**config.mk**
```make
export PLATFORM = sky130hd
export DESIGN_NAME = nand_cmd_port
export DESIGN_NICKNAME = d
export VERILOG_FILES = /design/src/rtl/nand_pkg.sv /design/src/rtl/nand_addr_dec.sv /design/src/rtl/nand_sync.sv /design/src/rtl/nand_sticky.sv /design/src/rtl/nand_seq.sv /design/src/rtl/nand_cmd_port.sv
export SDC_FILE = /design/constraint.sdc
export NUM_CORES = 1
export LEC_CHECK = 0
export ABC_CLOCK_PERIOD_IN_PS = 6730
export BUFFER_PORTS_ARGS = -buffer_cell sky130_fd_sc_hd__buf_2
export CAP_MARGIN = 40
export CELL_PAD_IN_SITES_DETAIL_PLACEMENT = 1
export CELL_PAD_IN_SITES_GLOBAL_PLACEMENT = 1
export CORE_UTILIZATION = 39
export CTS_CLUSTER_SIZE = 12
export DETAILED_ROUTE_END_ITERATION = 8
export GPL_TIMING_DRIVEN = 1
export PLACE_DENSITY_LB_ADDON = 0.25
export SYNTH_ARGS = -nofsm -noshare
export SYNTH_HDL_FRONTEND = slang
export SYNTH_HIERARCHICAL = 1
export SYNTH_SLANG_ARGS = --single-unit
```
**constraint.sdc**
```tcl
create_clock -name clk_i -period 6.73 [get_ports clk_i]
set_clock_uncertainty 0.15 [all_clocks]
set_input_delay 0.3365 -clock clk_i [delete_from_list [all_inputs] [get_ports clk_i]]
set_output_delay 0.3365 -clock clk_i [all_outputs]
set_load 0.005 [all_outputs]
```
**src/rtl/nand_pkg.sv**
```systemverilog
package nand_pkg;
  localparam int DW = 8;
  localparam int AW = 12;

  localparam int STS_RDY  = 3;
  localparam int STS_BUSY = 2;
  localparam int STS_DONE = 1;
  localparam int STS_DIST = 0;
  localparam int N_STICKY = 2;

  typedef enum logic [2:0] {
    ST_IDLE,
    ST_REQ,
    ST_SETUP,
    ST_PULSE,
    ST_HOLD,
    ST_REL
  } seq_st_e;
endpackage

```
**src/rtl/nand_addr_dec.sv**
```systemverilog
module nand_addr_dec
  import nand_pkg::*;
#(
  parameter logic [AW-1:0] MEM_PORT_BASE = 12'h800,
  parameter logic [AW-1:0] MEM_STS_OFS   = 12'h810,
  parameter logic [AW-1:0] IOS_PORT_OFS  = 12'h005,
  parameter logic [AW-1:0] IOS_STS_OFS   = 12'h006
) (
  input  logic          io_space_i,
  input  logic [AW-1:0] addr_i,
  output logic          sel_port_o,
  output logic          sel_sts_o
);
  logic mem_port, mem_sts;

  // odd offsets inside the 16-byte page of the port base, base itself excluded by the odd rule
  assign mem_port = (addr_i[AW-1:4] == MEM_PORT_BASE[AW-1:4]) && addr_i[0];
  assign mem_sts  = (addr_i == MEM_STS_OFS);

  always_comb begin
    if (io_space_i) begin
      sel_port_o = (addr_i == IOS_PORT_OFS);
      sel_sts_o  = (addr_i == IOS_STS_OFS);
    end else begin
      sel_port_o = mem_port;
      sel_sts_o  = mem_sts;
    end
  end
endmodule

```
**src/rtl/nand_sync.sv**
```systemverilog
module nand_sync #(
  parameter int STAGES = 2
) (
  input  logic clk_i,
  input  logic rst_ni,
  input  logic d_i,
  output logic q_o
);
  logic [STAGES-1:0] pipe_q;

  always_ff @(posedge clk_i or negedge rst_ni) begin
    if (!rst_ni) pipe_q <= '0;
    else         pipe_q <= {pipe_q[STAGES-2:0], d_i};
  end

  assign q_o = pipe_q[STAGES-1];
endmodule

```
**src/rtl/nand_sticky.sv**
```systemverilog
module nand_sticky (
  input  logic clk_i,
  input  logic rst_ni,
  input  logic set_i,
  input  logic clr_i,
  output logic q_o
);
  // set wins over a simultaneous clear
  always_ff @(posedge clk_i or negedge rst_ni) begin
    if (!rst_ni)    q_o <= 1'b0;
    else if (set_i) q_o <= 1'b1;
    else if (clr_i) q_o <= 1'b0;
  end
endmodule

```
**src/rtl/nand_seq.sv**
```systemverilog
module nand_seq
  import nand_pkg::*;
#(
  parameter int WE_CYCLES   = 3,
  parameter int HOLD_CYCLES = 2
) (
  input  logic          clk_i,
  input  logic          rst_ni,
  input  logic          start_i,
  input  logic          mode_ale_i,
  input  logic [DW-1:0] data_i,
  input  logic          gnt_i,
  output logic          req_o,
  output logic          cle_o,
  output logic          ale_o,
  output logic          we_no,
  output logic [DW-1:0] io_o,
  output logic          io_oe_o,
  output logic          busy_o,
  output logic          done_o
);
  localparam int CMAX = (WE_CYCLES > HOLD_CYCLES) ? WE_CYCLES : HOLD_CYCLES;
  localparam int CW   = $clog2(CMAX + 1);

  seq_st_e       st_q;
  logic [CW-1:0] cnt_q;
  logic [DW-1:0] byte_q;
  logic          ale_sel_q;
  logic          drive;

  always_ff @(posedge clk_i or negedge rst_ni) begin
    if (!rst_ni) begin
      st_q      <= ST_IDLE;
      cnt_q     <= '0;
      byte_q    <= '0;
      ale_sel_q <= 1'b0;
    end else begin
      unique case (st_q)
        ST_IDLE: if (start_i) begin
          st_q      <= ST_REQ;
          byte_q    <= data_i;
          ale_sel_q <= mode_ale_i;
        end
        ST_REQ: if (gnt_i) st_q <= ST_SETUP;
        ST_SETUP: begin
          if (!gnt_i) st_q <= ST_REQ;
          else begin
            st_q  <= ST_PULSE;
            cnt_q <= CW'(WE_CYCLES - 1);
          end
        end
        ST_PULSE: begin
          if (cnt_q == '0) begin
            st_q  <= ST_HOLD;
            cnt_q <= CW'(HOLD_CYCLES - 1);
          end else cnt_q <= cnt_q - 1'b1;
        end
        ST_HOLD: begin
          if (cnt_q == '0) st_q <= ST_REL;
          else cnt_q <= cnt_q - 1'b1;
        end
        ST_REL: st_q <= ST_IDLE;
        default: st_q <= ST_IDLE;
      endcase
    end
  end

  assign drive   = (st_q == ST_SETUP) || (st_q == ST_PULSE) || (st_q == ST_HOLD);
  assign req_o   = drive || (st_q == ST_REQ);
  assign cle_o   = drive && !ale_sel_q;
  assign ale_o   = drive && ale_sel_q;
  assign io_oe_o = drive;
  assign io_o    = drive ? byte_q : '0;
  assign we_no   = (st_q != ST_PULSE);
  assign busy_o  = (st_q != ST_IDLE);
  assign done_o  = (st_q == ST_REL);
endmodule

```
**src/rtl/nand_cmd_port.sv**
```systemverilog
module nand_cmd_port
  import nand_pkg::*;
#(
  parameter int WE_CYCLES   = 3,
  parameter int HOLD_CYCLES = 2,
  parameter int SYNC_STAGES = 2
) (
  input  logic          clk_i,
  input  logic          rst_ni,
  input  logic          bus_req_i,
  input  logic          bus_wr_i,
  input  logic          bus_io_space_i,
  input  logic [AW-1:0] bus_addr_i,
  input  logic [DW-1:0] bus_wdata_i,
  output logic [DW-1:0] bus_rdata_o,
  input  logic          flash_rdy_i,
  input  logic          nand_ce_ni,
  input  logic          nor_gnt_i,
  input  logic          mode_ale_i,
  input  logic          gnt_i,
  output logic          req_o,
  output logic          cle_o,
  output logic          ale_o,
  output logic          we_no,
  output logic [DW-1:0] io_o,
  output logic          io_oe_o
);
  logic          sel_port, sel_sts;
  logic          port_wr, sts_wr, start;
  logic          busy, done, sts_rdy;
  logic [DW-1:0] port_q;
  logic [N_STICKY-1:0] stk_set, stk_clr, stk_q;
  logic [DW-1:0] sts_val;

  nand_addr_dec u_dec (
    .io_space_i (bus_io_space_i),
    .addr_i     (bus_addr_i),
    .sel_port_o (sel_port),
    .sel_sts_o  (sel_sts)
  );

  assign port_wr = bus_req_i && bus_wr_i && sel_port;
  assign sts_wr  = bus_req_i && bus_wr_i && sel_sts;
  assign start   = port_wr && !busy;

  always_ff @(posedge clk_i or negedge rst_ni) begin
    if (!rst_ni)    port_q <= '0;
    else if (start) port_q <= bus_wdata_i;
  end

  nand_seq #(
    .WE_CYCLES   (WE_CYCLES),
    .HOLD_CYCLES (HOLD_CYCLES)
  ) u_seq (
    .clk_i      (clk_i),
    .rst_ni     (rst_ni),
    .start_i    (start),
    .mode_ale_i (mode_ale_i),
    .data_i     (bus_wdata_i),
    .gnt_i      (gnt_i),
    .req_o      (req_o),
    .cle_o      (cle_o),
    .ale_o      (ale_o),
    .we_no      (we_no),
    .io_o       (io_o),
    .io_oe_o    (io_oe_o),
    .busy_o     (busy),
    .done_o     (done)
  );

  nand_sync #(.STAGES(SYNC_STAGES)) u_rdy_sync (
    .clk_i  (clk_i),
    .rst_ni (rst_ni),
    .d_i    (flash_rdy_i),
    .q_o    (sts_rdy)
  );

  assign stk_set[STS_DIST] = nor_gnt_i && !nand_ce_ni;
  assign stk_set[STS_DONE] = done;

  for (genvar g = 0; g < N_STICKY; g++) begin : g_sticky
    assign stk_clr[g] = sts_wr && bus_wdata_i[g];
    nand_sticky u_bit (
      .clk_i  (clk_i),
      .rst_ni (rst_ni),
      .set_i  (stk_set[g]),
      .clr_i  (stk_clr[g]),
      .q_o    (stk_q[g])
    );
  end

  always_comb begin
    sts_val           = '0;
    sts_val[STS_RDY]  = sts_rdy;
    sts_val[STS_BUSY] = busy;
    sts_val[STS_DONE] = stk_q[STS_DONE];
    sts_val[STS_DIST] = stk_q[STS_DIST];
  end

  always_comb begin
    if (sel_port)     bus_rdata_o = port_q;
    else if (sel_sts) bus_rdata_o = sts_val;
    else              bus_rdata_o = '0;
  end
endmodule

```
After elaboration in Yosys (flattened, before gate mapping)
Index checks and enable logic that the tools add are counted.

Reductions and logical operators: 25. Multiplexer cells: 19. Add/subtract/negate cells: 1. Equality and inequality tests: 16.

Operators with widths (count): == test 12 x 3 -> 1 bit (second input constant) (2); two-way mux 8 bit (2); one-hot mux 3 bit (5 select lines) (1); == test 12 bit (second input constant) (1); two-way mux 3 bit (4); logical AND 1 bit (10); == test 8 bit (second input constant) (1); two-way mux 2 bit (4); inequality test 2 bit (second input constant) (4); == test 3 x 2 -> 1 bit (second input constant) (2); == test 3 bit (second input constant) (2); two-way mux 1 bit (6); one-hot mux 2 bit (3 select lines) (1); nonzero test 3 bit (2); two-way mux 4 bit (1); inequality test 2 x 1 -> 1 bit (second input constant) (2); AND reduction 4 bit (1); nonzero test 2 bit (2); == test 3 x 1 -> 1 bit (second input constant) (1); zero test 1 bit (3); zero test 3 bit (1); logical OR 1 bit (3); inequality test 3 x 2 -> 1 bit (second input constant) (1); AND reduction 3 bit (1); other kinds (3) (3).

Word-level logic and storage cells: 69. Input port bits: 30. Register bits after elaboration: 26. Output and inout port bits: 21.

Depth between registers and ports, before layout
Gate-level depths: netlist (run 1).

Depth after elaboration: 7. Gate-level depth with buffers: 8. Depth with buffers taken out: 8.

Modules after synthesis
The synthesis (run 1) kept the hierarchy.

By module, submodules not included: nand_seq (cells an instance 72, area each 782.0 um^2, seq. area each 350.3 um^2, instances 1); nand_cmd_port (cells an instance 33, area each 419.2 um^2, seq. area each 200.2 um^2, instances 1); nand_addr_dec (cells an instance 11, area each 80.1 um^2, seq. area each 0.0 um^2, instances 1); nand_sticky (cells an instance 3, area each 36.3 um^2, seq. area each 25.0 um^2, instances 2); nand_sync (cells an instance 2, area each 50.0 um^2, seq. area each 50.0 um^2, instances 1).

Least setup slack after synthesis (run 1)
No wires, ideal clock.

Path kind: in2reg. From: in bus_addr_i[1]. To: reg u_seq.ale_sel_q. Slack: 4.301 ns. Library setup time: 0.125 ns. Arrival: 2.154 ns. Data required time: 6.455 ns. Stages on the path: 8. Buffers on the path: 0. Cell sequence: nor4b_1 -> mux2i_1 -> nor4b_1 -> nand4b_4 -> inv_1 -> inv_1 -> nor2_8 -> mux2_2.

Cells in the longest elaborated chain, start to end: 5.

Ends and longest elaborated chain: from (decl) (line nand_cmd_port.sv:13) `input logic [AW-1:0] bus_addr_i,`; == test 12 x 3 -> 1 bit (line nand_addr_dec.sv:22) `sel_port_o = (addr_i == IOS_PORT_OFS);`; two-way mux 1 bit (line nand_addr_dec.sv:21) `if (io_space_i) begin`; via sel_port (line nand_cmd_port.sv:28) `logic sel_port, sel_sts;`; logical AND 1 bit (line nand_cmd_port.sv:42) `assign port_wr = bus_req_i && bus_wr_i && sel_port;`; logical AND 1 bit (line nand_cmd_port.sv:44) `assign start = port_wr && !busy;`; via start (line nand_cmd_port.sv:29) `logic port_wr, sts_wr, start;`; AND reduction 2 bit (no line); to (signal assigned) (line nand_seq.sv:42) `ale_sel_q <= mode_ale_i;`; to (decl) (line nand_seq.sv:28) `logic ale_sel_q;`.

The timed path passes the listed nets, and every way through them passes these cells. A chain may end at the register's enable or synchronous reset.

Worst setup path in the final report (run 1)
From: in bus_addr_i[4]. To: out bus_rdata_o[1].

Cells in the longest elaborated chain, start to end: 4. Elaborated cells on any way between the ends: 9. Those cells by class: 4 x eq/ne; 4 x mux; 1 x reduce/logical.

Ends and longest elaborated chain: == test 12 bit / == test 12 x 3 -> 1 bit (equally long branches) (line nand_addr_dec.sv:18, nand_addr_dec.sv:23); two-way mux 1 bit * (line nand_addr_dec.sv:21); via sel_sts (line nand_cmd_port.sv:28); two-way mux 4 bit * (line nand_cmd_port.sv:102) `else if (sel_sts) bus_rdata_o = sts_val;`; two-way mux 8 bit * (line nand_cmd_port.sv:101) `if (sel_port) bus_rdata_o = port_q;`; to (decl) (line nand_cmd_port.sv:15) `output logic [DW-1:0] bus_rdata_o,`.

The timed path passes the listed nets; every way through them passes the cells marked *.

==> flow_summary.yaml, run 1 <==
status:
  outcome: "completed"
worst_hold_path:
  hold_class: "in -> reg"
  hold_depth: 2
  min_from: "bus_wdata_i[7]"
  hold_end: "port_q[7]"
cells_and_area:
  antenna_cells: 0
  fin_nets: 211
  fin_area_mm2: 0.00178
  fin_util: 0.524
  area_growth_pct: 26.6
  final_layout_size_suffix_gt1_frac: 0.461
logic_synthesis:
  ys_seq_area_frac: 0.463
  yosys.area.top_type: "dfrtp_1"
  synth_edf_count: 0
  synth-async-reset-ratio: 1.00
  syn_inst: 124
  ys_types: 33
  synth.area.top_cells: "dfrtp_1, mux2_2, nor2b_1"
  synthFlopType: "dfrtp_1"
  yosys_register_bits: 26
  yosysWarningCount: 6
  syn-num-nets: 156
  synthTopCellsByCount: "dfrtp_1, mux2_2, nor2b_1, inv_1"
  syn_avg_cell_area_um2: 11.3
  synth_top_area_frac: 0.463
  synth.most_common_cell: "dfrtp_1"
  syn_area_mm2: 0.00140
pwr:
  sw_frac_of_total: 0.321
  combPwrFrac: 0.300
  internal_power_mw: 0.296
  p_switching_mw: 0.140
  power_density_mw_per_mm2: 245
  irDropWorstVdd_mv: 0.127
  p_clk_frac: 0.253
  seqPwrFrac: 0.446
  p_leak_nw: 0.943
floorplanning:
  die_x_um: 62.0
  rows: 21
  initial_utilization: 0.414
  io_pins: 51
  core-area_mm2: 0.00339
  dieArea_mm2: 0.00384
  die_h_um: 62.0
detailed_routing:
  vias: 1128
  drt-pass1-iter-count: 4
  drc: 0
  first_iter_violations: 27
  routed_via_density: 5.04
  ant_nets: 0
  avgRoutedWirePerCell_um: 15.0
  routed_wl_um: 3370
worst_setup_path:
  worstReg2RegEnd: "u_seq/byte_q[0]"
  path_class: "in -> out"
  critPathMaxFanout: 4
  r2r_slack_ns: 4.45
  reg2reg_from: "u_seq/st_q[1]"
  required_ns: 6.24
  critical_path_arrival_ns: 2.17
  start_kind: "input port"
  r2r_cells: 6
  crit_path_end_kind: "primary output"
sta:
  max_clock_freq_ghz: 0.377
  min_period_over_period: 0.394
  slew_violations: 0
  hold_violations: 0
  period_needed_ns: 2.65
  setup_viol: 0
  fin_hold_ws_ns: 0.0853
  worst_pin_slew_ns: 0.602
  rsz0062_at_grt: "false"
  slew_headroom: 0.599
  setup_tns_ns: 0
  finalWorstSetupSlack_ns: 4.08
placed_design:
  portBuffers: 50
  dp_slack_ns: 3.48
  dp_hpwl_um: 2710
  place_congestion: 0.781
  placed_cell_area_mm2: 0.00170
cts:
  cts_tree: "done"
  cts-root-buf: "clkbuf_4"
  cts_resized: 0
  insertion_delay_ns: 0.33
  clock-sinks: 26
  cts.clk_slew.worst_paths_ns: 0.16
  clock_path_buffers: 2
  cts_made_buffers: 3
  ctsHtreeMaxLevel: 1
grt:
  grt_use_total: 0.196
  overflow: 0
  antenna_found_initial: 0
  grt_max_degree: 27
  grt_pass1_vias: 1225
  grt_pass1_wl_um: 5450
job:
  cap_violations: 0
-- layout make-up --
type / count / area (um2)
Fill cell: 395 / 1610
Multi-Input combinational cell: 85 / 701
Sequential cell: 26 / 651
Timing Repair Buffer: 53 / 278
Tap cell: 46 / 57.6
Inverter: 10 / 37.5
Clock inverter: 1 / 30.0
Clock buffer: 3 / 22.5
-- worst max-delay path by stage --
stage / from / end / slack, ns / cells after the start
2_1_floorplan: bus_addr_i[1] / u_seq/ale_sel_q / 4.30 / 8
3_3_place_gp: bus_addr_i[1] / u_seq/byte_q[7] / 3.75 / 9
3_5_place_dp: bus_addr_i[1] / u_seq/byte_q[2] / 3.48 / 9
4_1_cts: bus_addr_i[1] / bus_rdata_o[1] / 3.80 / 7
5_1_grt: bus_io_space_i / bus_rdata_o[1] / 3.96 / 7
6_report: bus_addr_i[4] / bus_rdata_o[1] / 4.08 / 6
-- power by group through the flow --
stage / clock network [mW] / logic (mW) / registers, mW
final: 0.110 / 0.131 / 0.195
after global routing: 0.118 / 0.150 / 0.199
after CTS: 0.113 / 0.134 / 0.195
after detailed placement: 0 / 0.132 / 0.198
after global placement: 0 / 0.126 / 0.197
after floorplan: 0 / 0.101 / 0.188
-- cells in the final DEF, fill, tap and decap left out, types with 2 or more instances in the layout --
| cell | n |
|---|---|
| o21ai_0 | 6 |
| a21o_1 | 2 |
| nor2_1 | 5 |
| dfrtp_1 | 26 |
| clkbuf_4 | 4 |
| and4_2 | 2 |
| nand2_1 | 4 |
| a22o_1 | 3 |
| o22ai_1 | 2 |
| and2_1 | 6 |
| nor2b_1 | 13 |
| dlygate4sd3_1 | 2 |
| mux2_2 | 18 |
| inv_1 | 10 |
| buf_2 | 50 |
| nand3_1 | 2 |
| ha_1 | 2 |
| o22a_1 | 3 |
-- registers in the layout, indices dropped and copies added, names as in the netlist --
signal,cells
port_q,8
u_seq/byte_q,8
u_seq/st_q,3
g_sticky.u_bit/q_o,2
u_rdy_sync/pipe_q,2
u_seq/cnt_q,2
u_seq/ale_sel_q,1
-- worst max-delay path, cell delays in order --
cell,delay [ns]
buf_2,0.12
or4b_1,0.53
a2111oi_2,0.53
nor2b_1,0.33
a22o_1,0.20
buf_2,0.12
-- kinds of logic after synthesis --
group                      after synthesis  share of synthesized area
buffers and inverters                   13                     0.0419
adders and majority gates                2                     0.0178
and+or+nand+nor                         44                      0.220
DFF                                     26                      0.463
muxes                                   19                      0.152
AOI/OAI and AO/OA                       20                      0.105
-- stage by stage --
stage	std cells	power, mW
after global placement	217	0.323
after detailed placement	217	0.330
after floorplan	124	0.289
after CTS	223	0.441
final	224	0.436
after global routing	224	0.467
-- what timing repair did --
item                      4_1_cts  5_1_grt
hold endpoints to repair       27        0
hold buffers                    2        0
setup buffers                   0        0
-- layer usage --
layer  vias up  wire length [um]  GRT usage  share of wire
met5         -                 0          0              0
met4         0                33     0.0603         0.0098
met3         4               106     0.0248          0.032
met2        25              1840      0.363           0.55
met1       554              1390      0.232           0.41
li1        545                 -          -              -
No activity file was read; power rests on OpenSTA's default activity.
==> run 2, diff against run 1 <==
ABC_CLOCK_PERIOD_IN_PS = 2300   (was 6730)
CORE_UTILIZATION = 34   (was 39)
clock period = 2.3 ns   (was 6.73 ns; I/O delays follow)
==> run 2 against run 1 <==
Clock power rose to 2.7 times the previous value. Total power rose to 3.0 times the previous value. Global-route usage down 1.5 points. Sequential power rose to 2.8 times the previous value. Critical endpoint is now io_o[0]. Largest cell class unchanged. Highest routed layer unchanged.
==> flow_summary.yaml, run 2 (same netlist as run 1, synthesis figures left out) <==
worst_setup_path:
  r2r_cells: 6
  path_delay_family: "simple AND/OR/NAND/NOR gates"
  path_depth: 5
  start_kind: "flop"
  critPathMaxFanout: 11
  required_ns: 2.04
  critPathSlowestCell: "or3b_4"
  crit_path_end_kind: "primary output"
  critPathBufInv: 2
  crit_chain: "buf_4 -> or3b_4 -> and2_1 -> nor2b_1 -> buf_2"
  slowest_delay_ns: 0.43
  critical_path_arrival_ns: 1.89
  path_class: "reg -> out"
detailed_routing:
  first_iter_violations: 13
  avgRoutedWirePerCell_um: 15.3
  drt-pass1-iter-count: 4
  routed_wl_um: 3670
  ant_nets: 0
  drc: 0
  routed_via_density: 4.95
  vias: 1188
sta:
  min_period_over_period: 0.939
  setup_viol: 0
  period_needed_ns: 2.16
  hold_violations: 0
  worst_pin_slew_ns: 0.586
  slew_headroom: 0.609
  rsz0062_at_grt: "false"
  slew_violations: 0
  setup_tns_ns: 0
  fin_hold_ws_ns: 0.0485
  finalWorstSetupSlack_ns: 0.140
  max_clock_freq_ghz: 0.463
cells_and_area:
  mostFrequentLayoutCells: "buf_2, dfrtp_1, mux2_2, nor2b_1, dlygate4sd3_1"
  fin_util: 0.507
  fin_nets: 225
  fillers: 446
  reg_top3: "port_q (8), u_seq/byte_q (8), u_seq/st_q (3)"
  final_common_cell: "buf_2"
  area_growth_pct: 37.3
  antenna_cells: 0
  fin_area_mm2: 0.00193
  final_layout_size_suffix_gt1_frac: 0.443
  stdcell_count: 240
cts:
  cts_tree: "done"
  insertion_delay_ns: 0.27
  post_cts_buffers: 0
  cts_made_buffers: 3
  ctsHtreeMaxLevel: 1
  clock-sinks: 26
  cts-root-buf: "clkbuf_8"
  clock_path_buffers: 2
  cts.clk_slew.worst_paths_ns: 0.09
floorplanning:
  die_x_um: 66.3
  initial_utilization: 0.370
  core-area_mm2: 0.00380
  die_h_um: 66.3
  io_pins: 51
  rows: 22
  dieArea_mm2: 0.00439
grt:
  grt_max_degree: 27
  grt_pass1_wl_um: 5890
  overflow: 0
  antenna_found_initial: 0
  grt_pass1_vias: 1250
  grt_use_total: 0.181
worst_hold_path:
  hold_depth: 3
  hold_class: "in -> reg"
job:
  cap_violations: 0
placed_design:
  dp_slack_ns: 0.0556
  place_congestion: 0.749
  dp_cells: 223
  dp_hpwl_um: 2670
  placed_cell_area_mm2: 0.00173
  portBuffers: 50
pwr:
  irDropWorstVdd_mv: 0.373
  power_density_mw_per_mm2: 679
  power_mw: 1.31
  p_leak_nw: 1.00
status:
  outcome: "completed"
-- run 2: repair_timing --
item,CTS,global route
hold buffers,13,0
endpoints found under the hold margin,46,0
resized for setup,0,1
endpoints found under the setup margin,0,2
-- run 2: report_power, final --
| group | leakage (nW) | internal, mW | switching [mW] |
|---|---|---|---|
| clock network | 0.0288 | 0.153 | 0.143 |
| logic | 0.635 | 0.217 | 0.253 |
| registers | 0.340 | 0.506 | 0.0346 |
-- run 2: cell type report --
class | count | area, um2 | area share
clock buffers | 4 | 55.1 | 0.0286
well taps | 48 | 60.1 | 0.0312
inverters | 10 | 37.5 | 0.0195
repair buffers | 67 | 410 | 0.213
flip-flops and latches | 26 | 651 | 0.338
multi-input cells | 85 | 713 | 0.370
-- run 2: worst paths after layout --
| check | from | to | slack [ns] |
|---|---|---|---|
| max | u_seq/st_q[0] | io_o[0] | 0.14 |
| min | nor_gnt_i | g_sticky[0].u_bit/q_o | 0.05 |
| max reg2reg | u_seq/st_q[2] | u_seq/byte_q[6] | 0.22 |
| min reg2reg | u_rdy_sync/pipe_q[0] | u_rdy_sync/pipe_q[1] | 0.22 |
| max in group asynchronous | rst_ni | u_seq/byte_q[3] | 1.39 |
| min in group asynchronous | rst_ni | g_sticky[1].u_bit/q_o | 0.23 |
-- run 2: worst reg2reg max path: cells and delay by family (launching register included) --
family                 cells  cell delay, ns
AND/OR/NAND/NOR            3            0.81
multiplexers               1            0.37
flip-flops                 1            0.46
buffers and inverters      2            0.18
-- run 2: metal layers --
layer	track usage	vias to the layer above	wire length, um
met4	0.0479	0	21
met3	0.0190	2	170
met5	0	-	0
met1	0.218	576	1630
li1	-	573	-
met2	0.337	37	1850
==> run 3, diff against run 2 <==
ABC_AREA = 1   (was unset)
CORE_UTILIZATION = 32   (was 34)
GPL_TIMING_DRIVEN = 0   (was 1)
==> run 3 against run 2 <==
Sequential share of layout area down 2.6 points. Critical endpoint is now u_seq/byte_q[7]. Clock power about the same. Critical path type is now reg -> reg. Area after synthesis up 12%. Wire length up 7.0%. Die area up 19%.
==> flow_summary.yaml, run 3 <==
detailed_routing:
  drc: 0
  routed_via_density: 4.38
  routed.top_layer: "met4"
  vias: 1536
  ant_nets: 0
  routed_wl_um: 3930
  wl_met2_um: 1880
  first_iter_violations: 39
  drt-pass1-iter-count: 4
  avgRoutedWirePerCell_um: 11.2
  met1_length_um: 1890
  dr_wl_met3_um: 146
cts:
  cts.clk_slew.worst_paths_ns: 0.09
  cts-root-buf: "clkbuf_8"
  cts_tree: "done"
  clock-sinks: 26
  insertion_delay_ns: 0.27
  ctsHtreeMaxLevel: 1
  cts_made_buffers: 3
  clock_path_buffers: 2
logic_synthesis:
  syn_inst: 218
  synthFlopType: "dfrtp_1"
  synth_edf_count: 0
  yosys.area.top_type: "dfrtp_1"
  syn_avg_cell_area_um2: 7.23
  synth.area.top_cells: "dfrtp_1, nand2_1, inv_1"
  syn-num-nets: 250
  synthTopCellsByCount: "nand2_1, inv_1, nor2_1, dfrtp_1, nand3_1"
  synth-async-reset-ratio: 1.00
  synth.most_common_cell: "nand2_1"
  ys_types: 22
  syn_area_mm2: 0.00158
  synth_top_area_frac: 0.413
  yosysWarningCount: 6
  ys_seq_area_frac: 0.413
  yosys_register_bits: 26
pwr:
  p_leak_nw: 1.25
  seqPwrFrac: 0.392
  p_clk_frac: 0.215
  power_density_mw_per_mm2: 662
  combPwrFrac: 0.393
  power_mw: 1.38
  sw_frac_of_total: 0.365
  internal_power_mw: 0.876
  p_switching_mw: 0.504
  irDropWorstVdd_mv: 0.356
sta:
  max_clock_freq_ghz: 0.470
  setup_viol: 0
  slew_headroom: 0.610
  hold_violations: 0
  worst_pin_slew_ns: 0.585
  slew_violations: 0
  period_needed_ns: 2.13
  rsz0062_at_grt: "false"
  setup_tns_ns: 0
  finalWorstSetupSlack_ns: 0.171
  min_period_over_period: 0.926
worst_setup_path:
  start_kind: "flop"
  required_ns: 2.32
  cpMostUsedCell: "nor2_4"
  critPathSlowestCell: "dfrtp_1"
  path_class: "reg -> reg"
  critPathMaxFanout: 10
  crit_path_end_kind: "flop"
  crit_chain: "nor2_4 -> inv_2 -> nor2_4 -> inv_1 -> nor2_4 -> nand2_4 -> inv_1 -> nand2_4 -> buf_6 -> nor2_2 -> a21oi_2"
  slowest_delay_ns: 0.47
  critical_path_arrival_ns: 2.15
floorplanning:
  initial_utilization: 0.334
  core-area_mm2: 0.00472
  die_h_um: 72.2
  die_x_um: 72.2
  dieArea_mm2: 0.00521
  rows: 25
  io_pins: 51
placed_design:
  dp_hpwl_um: 2990
  dp_cells: 335
  dp_slack_ns: 0.179
  place_congestion: 0.803
  portBuffers: 50
worst_hold_path:
  hold_class: "in -> reg"
grt:
  grt_use_total: 0.167
  grt_max_degree: 27
  grt_pass1_vias: 1584
  overflow: 0
  grt_pass1_wl_um: 6880
  antenna_found_initial: 0
cells_and_area:
  final_layout_size_suffix_gt1_frac: 0.282
  fillers: 611
  stdcell_count: 351
  area_growth_pct: 32.3
  fin_util: 0.442
  fin_nets: 317
  antenna_cells: 0
  reg_top3: "port_q (8), u_seq/byte_q (8), u_seq/st_q (3)"
  mostFrequentLayoutCells: "nand2_1, buf_2, inv_1, nor2_1, dfrtp_1"
  final_common_cell: "nand2_1"
job:
  cap_violations: 0
status:
  outcome: "completed"
-- run 3: final cells by class --
cell class	count	area [um2]	share of cell area
timing repair buffer	62	370	0.178
buffer	4	45.0	0.0216
multi-input combinational	147	727	0.349
inverter	41	154	0.0738
sequential	26	651	0.312
clock buffer	4	55.1	0.0264
tap	67	83.8	0.0402
-- run 3: path summary, 6_finish.rpt --
path / start / to / slack [ns] / cells past startpoint
max reg2reg: u_seq/st_q[0] / u_seq/byte_q[7] / 0.17 / 11
max: u_seq/st_q[0] / u_seq/byte_q[7] / 0.17 / 11
max in group asynchronous: rst_ni / u_seq/byte_q[4] / 1.39 / 2
min reg2reg: u_rdy_sync/pipe_q[0] / u_rdy_sync/pipe_q[1] / 0.21 / 0
min in group asynchronous: rst_ni / port_q[5] / 0.23 / 2
min: nor_gnt_i / g_sticky[0].u_bit/q_o / 0.0004 / 5
-- run 3: cell families (layout without fill, tap and decap cells) --
| family | Yosys count | in the layout | synth area share |
|---|---|---|---|
| and+or+nand+nor | 132 | 132 | 0.382 |
| DFF | 26 | 26 | 0.413 |
| AOI/OAI and AO/OA | 13 | 13 | 0.0635 |
| adders and majority gates | 2 | 2 | 0.0159 |
| buffers and inverters | 45 | 111 | 0.126 |
-- run 3: through the flow --
step / hold WS (ns) / cell area (um2)
2_1_floorplan: -0.331 / 1580
3_3_place_gp: 0.0120 / 1910
3_5_place_dp: 0.00692 / 1910
4_1_cts: 0.00734 / 2090
5_1_grt: 0.00919 / 2090
6_report: 0.000438 / 2090
-- run 3: layer usage --
metal | vias to the layer above | track usage
met5 | - | 0
met4 | 0 | 0.0196
met3 | 2 | 0.0306
met2 | 31 | 0.296
met1 | 708 | 0.218
li1 | 795 | -
-- run 3: worst max-delay path: cells and delay by family (launching register included) --
kind / cells / cell delay (ns)
and+or+nand+nor: 6 / 0.90
DFF: 1 / 0.47
buffers and inverters: 4 / 0.45
AOI/OAI and AO/OA: 1 / 0.04
-- run 3: what timing repair did --
action                    4_1_cts  5_1_grt
hold buffers                   12        0
resized for setup               0        0
hold endpoints to repair       45        0
setup buffers                   0        0
-- run 3: power by group through the flow --
stage / combinational [mW] / clock [mW] / sequential, mW
floorplan: 0.349 / 0 / 0.541
global placement: 0.518 / 0 / 0.550
detailed placement: 0.528 / 0 / 0.551
CTS: 0.548 / 0.306 / 0.542
global route: 0.624 / 0.327 / 0.547
finish: 0.542 / 0.297 / 0.541
